**config.mk**
```make
export PLATFORM = sky130hd
export DESIGN_NAME = ctl_bus_slave
export DESIGN_NICKNAME = d
export VERILOG_FILES = /design/src/rtl/ctl_bus_slave.sv
export SDC_FILE = /design/constraint.sdc
export NUM_CORES = 1
export LEC_CHECK = 0
export ABC_AREA = 1
export CORE_MARGIN = 1
export CORE_UTILIZATION = 50
export DETAILED_ROUTE_END_ITERATION = 16
export DONT_BUFFER_PORTS = 1
export PLACE_DENSITY = 0.7
export REMOVE_ABC_BUFFERS = 1
export SYNTH_ARGS = -nofsm -noshare
export SYNTH_HDL_FRONTEND = slang
export SYNTH_SLANG_ARGS = --single-unit
export TNS_END_PERCENT = 100
```
**constraint.sdc**
```tcl
create_clock -name clk -period 3.37 [get_ports clk]
set_clock_uncertainty 0.1 [all_clocks]
set_input_delay 0.1685 -clock clk [delete_from_list [all_inputs] [get_ports clk]]
set_output_delay 0.1685 -clock clk [all_outputs]
set_load 0.03 [all_outputs]
```
**src/rtl/ctl_bus_slave.sv**
```systemverilog
module ctl_bus_slave #(
  parameter logic [6:0] DEV_ADDR = 7'h44,
  parameter int DW   = 8,
  parameter int NREG = 8,
  parameter int IDXW = 4
) (
  input  logic                 clk,
  input  logic                 rst_n,
  input  logic                 scl_i,
  input  logic                 sda_i,
  output logic                 sda_oe,
  output logic [NREG*DW-1:0]   regs_o,
  output logic [NREG-1:0]      upd_o
);
  localparam int PW = IDXW + 1;
  localparam int AW = $clog2(NREG);
  localparam int CW = $clog2(DW + 1);
  localparam logic [PW-1:0] NREG_P = PW'(NREG);
  localparam logic [CW-1:0] DW_P = CW'(DW);

  typedef enum logic [2:0] {IDLE, ADDR, SUB, DATA, SKIP} st_t;

  logic [1:0] scl_sr, sda_sr;
  logic scl_d, sda_d;
  st_t st;
  logic [DW-1:0] shreg;
  logic [CW-1:0] cnt;
  logic in_ack, inc;
  logic [PW-1:0] idx;
  logic [DW-1:0] regs [NREG];

  wire scl_s   = scl_sr[1];
  wire sda_s   = sda_sr[1];
  wire start_c = scl_s & scl_d & sda_d & ~sda_s;
  wire stop_c  = scl_s & scl_d & ~sda_d & sda_s;
  wire rise    = scl_s & ~scl_d;
  wire fall    = ~scl_s & scl_d;

  always_ff @(posedge clk or negedge rst_n) begin
    if (!rst_n) begin
      scl_sr <= 2'b11;
      sda_sr <= 2'b11;
      scl_d  <= 1'b1;
      sda_d  <= 1'b1;
    end else begin
      scl_sr <= {scl_sr[0], scl_i};
      sda_sr <= {sda_sr[0], sda_i};
      scl_d  <= scl_s;
      sda_d  <= sda_s;
    end
  end

  always_ff @(posedge clk or negedge rst_n) begin
    if (!rst_n) begin
      st     <= IDLE;
      shreg  <= '0;
      cnt    <= '0;
      in_ack <= 1'b0;
      inc    <= 1'b0;
      idx    <= '0;
      sda_oe <= 1'b0;
      upd_o  <= '0;
      for (int i = 0; i < NREG; i++) regs[i] <= '0;
    end else begin
      upd_o <= '0;
      if (start_c) begin
        st     <= ADDR;
        cnt    <= '0;
        in_ack <= 1'b0;
        sda_oe <= 1'b0;
      end else if (stop_c) begin
        st     <= IDLE;
        cnt    <= '0;
        in_ack <= 1'b0;
        sda_oe <= 1'b0;
      end else if (st != IDLE) begin
        if (rise && !in_ack && cnt < DW_P) begin
          shreg <= {shreg[DW-2:0], sda_s};
          cnt   <= cnt + 1'b1;
        end else if (fall && in_ack) begin
          in_ack <= 1'b0;
          sda_oe <= 1'b0;
          cnt    <= '0;
        end else if (fall && cnt == DW_P) begin
          in_ack <= 1'b1;
          case (st)
            ADDR: begin
              if (shreg == {DEV_ADDR, 1'b0}) begin
                sda_oe <= 1'b1;
                st     <= SUB;
              end else begin
                st <= SKIP;
              end
            end
            SUB: begin
              idx    <= PW'(shreg[IDXW-1:0]);
              inc    <= shreg[IDXW];
              sda_oe <= 1'b1;
              st     <= DATA;
            end
            DATA: begin
              sda_oe <= 1'b1;
              if (idx < NREG_P) begin
                regs[idx[AW-1:0]]  <= shreg;
                upd_o[idx[AW-1:0]] <= 1'b1;
              end
              if (inc && !idx[PW-1]) idx <= idx + 1'b1;
            end
            default: ;
          endcase
        end
      end
    end
  end

  for (genvar g = 0; g < NREG; g++) begin : g_out
    assign regs_o[g*DW +: DW] = regs[g];
  end
endmodule

```
==> metrics.md <==
| Metric | Value |
|---|---|
| Fmax achieved | 485.8 MHz |
| CP Class | flip-flop to flip-flop |
| Clock H-tree levels | 3 |
| HPWL after DPL | 5847 µm |
| Initial antenna violation count | 0 |
| Final min period | 2.059 ns |
| Number of distinct library cells after synthesis | 31 |
| Gr usage total | 21.38% |
| Sw Ratio | 31.84% |
| Final Wtd Congestion | 0.8238 |
| I/O pin cnt | 77 |
| Reg2reg setup slack | 1.31 ns |
| Hold Vio Cnt, Final | 0 |
| Initial core utilization | 51.76% |
| Layout cells sized above 1 | 13.41% |
| Post-CTS Setup Bufs | 0 |
| Area grow syn2layout | 6.440% |
| Register area | 2535 µm² |
| Hold slack | 0.2345 ns |
| Clk_lat worst skew | 0.37 ns |
| Max Fanout on Critical Path | 16 |
| Crit path capture type | flip-flop |
| Vias | 2911 |
| Power per Cell Area | 523.4 nW/µm² |
| Crit path launch type | flip-flop |
| Clock Power Share | 32.1% |
| Top_reg_cell synth | dfrtp_1 |
| Crit Reg-Reg Startpoint | st[2] |
| Average size of a mapped cell | 9.826 µm² |
| EDFF count, synth | 0 |
| Vias per cell | 5.341 |
| Total grt overflow | 0 |
| CP cell instances | inv_2 -> nand2_2 -> nor2_2 -> nand2_1 -> nor2_8 -> nand3_4 -> nand2_1 -> o21ai_2 |
| ANT nets after route | 0 |
| Final Routed Wirelength | 8685 µm |
| Post-Syn Area | 4274 µm² |
| Core Box Area | 8258 µm² |
| Die Area | 8922 µm² |
| # fillers | 731 |
| First-pass GRT wire length | 14240 µm |
| Final net count | 442 |
| MaxCap Viol Count | 0 |
| Die Y | 94.46 µm |
| Worst stage delay on the critical path | 0.42 ns |
| Logic pwr share | 12.8% |
| Lkg Pwr | 2.094 nW |
| Drt wl/cell | 15.94 µm |
| Run status | completed |
| Peak VDD IR | 0.3375 mV |
| Clock sink count | 101 |
| Cell Rows | 33 |
| CTS Buffer Depth | 2 |
| Hold buffer count at cts | 4 |
| Clock Pin Slew Worst Setup and Hold Paths | 0.10 ns |
| P_int | 1.623 mW |
| R2R Path End | regs_o[29] |
| Fin crit share | 61.08% |
| Slew Viols, Final | 0 |
| Unrepaired setup endpoints after global routing | false |
| Largest net degree at the start of global routing | 102 |
| Crit path to | regs_o[29] |
| Root Driver | clkbuf_8 |
| Setup TNS | 0 ns |
| CTS buffer count | 9 |
| Ant diodes | 0 |
| Synthesized flop and latch total | 101 |
| Area of the multi-input gates | 1475 µm² |
| Flop pwr share | 55.1% |
| Register area share after synthesis | 59.31% |
| Worst setup path startpoint | st[2] |
| Hold WC Path Type | primary input to flip-flop |
| Slew margin rel. | 33.29% |
| Drt drc | 0 |
| Worst path slowest cell | dfrtp_1 |
| P_sw | 758.2 µW |
| Initial DRC Count | 179 |
| Vias in the first global route | 2750 |
| Finish-stage setup viols | 0 |
| Worst-Margin Slew | 0.9969 ns |
| TritonCTS clock tree | yes |
| TritonRoute pass-1 iters | 5 |
| Synth warn | 0 |
| Asr flop ratio synth | 100.0% |
| Most common cell on crit path | nand2_1 |
| Critical Path RT | 3.52 ns |
| Cells after Synth | 435 |
| Post-CTS Resized | 0 |
| Horiz. Die Dim | 94.46 µm |
| PortBufs | 0 |
| Critical Path AT | 2.21 ns |
| Register-to-Register Path Depth | 8 |
Yosys cell counts (5+ instances only):
library cell,n,share of area (%)
dfstp_2,6,3.7
clkbuf_1,6,0.53
o21ai_2,13,2.7
nand4_1,5,0.73
nor2_1,34,3.0
nand3_4,8,3.3
nand2_1,111,9.7
inv_1,35,3.1
dfrtp_1,95,56
nand3_1,14,1.6
o21ai_1,51,6.0
o21ai_0,21,2.5
worst max-delay path: cells and delay by family, from the launching register on:
family	cells	cell delay (ns)
AO/OA/AOI/OAI	1	0.06
buffers and inverters	1	0.07
flip-flops	1	0.42
AND/OR/NAND/NOR	6	1.29
layout make-up:
class | count | area share (%)
clock buffers | 9 | 2.723
repair buffers | 4 | 1.265
clock inverters | 7 | 1.760
inverters | 39 | 3.218
flip-flops and latches | 101 | 55.72
well taps | 105 | 2.888
multi-input cells | 280 | 32.43
registers in the layout (all words and copies together) (netlist names), 2 cells and up:
register	cells
idx	5
regs_o	64
upd_o	8
st	3
shreg	8
cnt	4
scl_sr	2
sda_sr	2
per-layer routing:
metal	vias to the layer above	GRT usage [%]	share of wire, %
li1	1404	-	-
met1	1403	28.09	44
met2	96	34.42	47
met3	8	5.717	8.0
met4	0	7.197	1.2
met5	-	0	0
how the worst min path moves through the flow:
stage | start | to | slack (ns) | cells after the start
final | sda_i | sda_sr[0] | 0.23 | 1
after global routing | sda_i | sda_sr[0] | 0.21 | 1
after CTS | sda_i | sda_sr[0] | 0.21 | 1
after detailed placement | rst_n | regs_o[30] | -0.23 | 0
after global placement | rst_n | regs_o[52] | -0.23 | 0
after floorplan | rst_n | cnt[0] | -0.23 | 0
placed cells by master (no fill, tap or decap):
cell,netlist,layout
nand2_1,111,111
dfrtp_1,95,95
o21ai_1,51,51
inv_1,35,35
nor2_1,34,34
o21ai_0,21,21
nand3_1,14,14
o21ai_2,13,13
clkbuf_8,0,9
nand3_4,8,8
dfstp_2,6,6
nand4_1,5,5
inv_2,4,4
xor2_1,3,3
ha_1,3,3
dlygate4sd3_1,0,3
nand3_2,2,2
nand2_2,2,2
nor2_8,2,2
or2_2,2,2
clkinv_4,0,2
clkinv_8,0,2
inv_8,0,2
nand2_4,1,1
nor2_2,1,1
nor3_1,1,1
nor4_1,1,1
nor3_2,1,1
and2_1,1,1
o2bb2ai_1,1,1
o21bai_1,1,1
a21oi_1,1,1
clkinvlp_4,0,1
buf_16,0,1
metrics by stage:
stage	setup slack (ns)	power, mW	std cells	area, µm²	utilization (%)
after detailed placement	1.317	1.615	525	4288	51.92
after global routing	1.094	2.502	545	4549	55.09
final	1.311	2.381	545	4549	55.09
after CTS	1.301	2.405	545	4549	55.09
after floorplan	1.547	1.512	420	4156	-
after global placement	1.374	1.607	525	4288	51.92
power by group through the flow:
stage	clock (mW)	combinational, mW	sequential, mW
CTS	0.782	0.310	1.31
floorplan	0	0.185	1.33
global placement	0	0.273	1.33
detailed placement	0	0.279	1.34
global route	0.836	0.347	1.32
finish	0.764	0.305	1.31
cell families after synthesis:
| kind of cell | Yosys count | synth area share [%] |
|---|---|---|
| AO/OA/AOI/OAI | 88 | 11.59 |
| XOR/XNOR | 3 | 0.6149 |
| adder cells (fa/ha/maj) | 3 | 0.8783 |
| buffers and inverters | 54 | 6.177 |
| flip-flops | 101 | 59.31 |
| AND/OR/NAND/NOR | 186 | 21.43 |
Power figures use the tool's default switching activity.
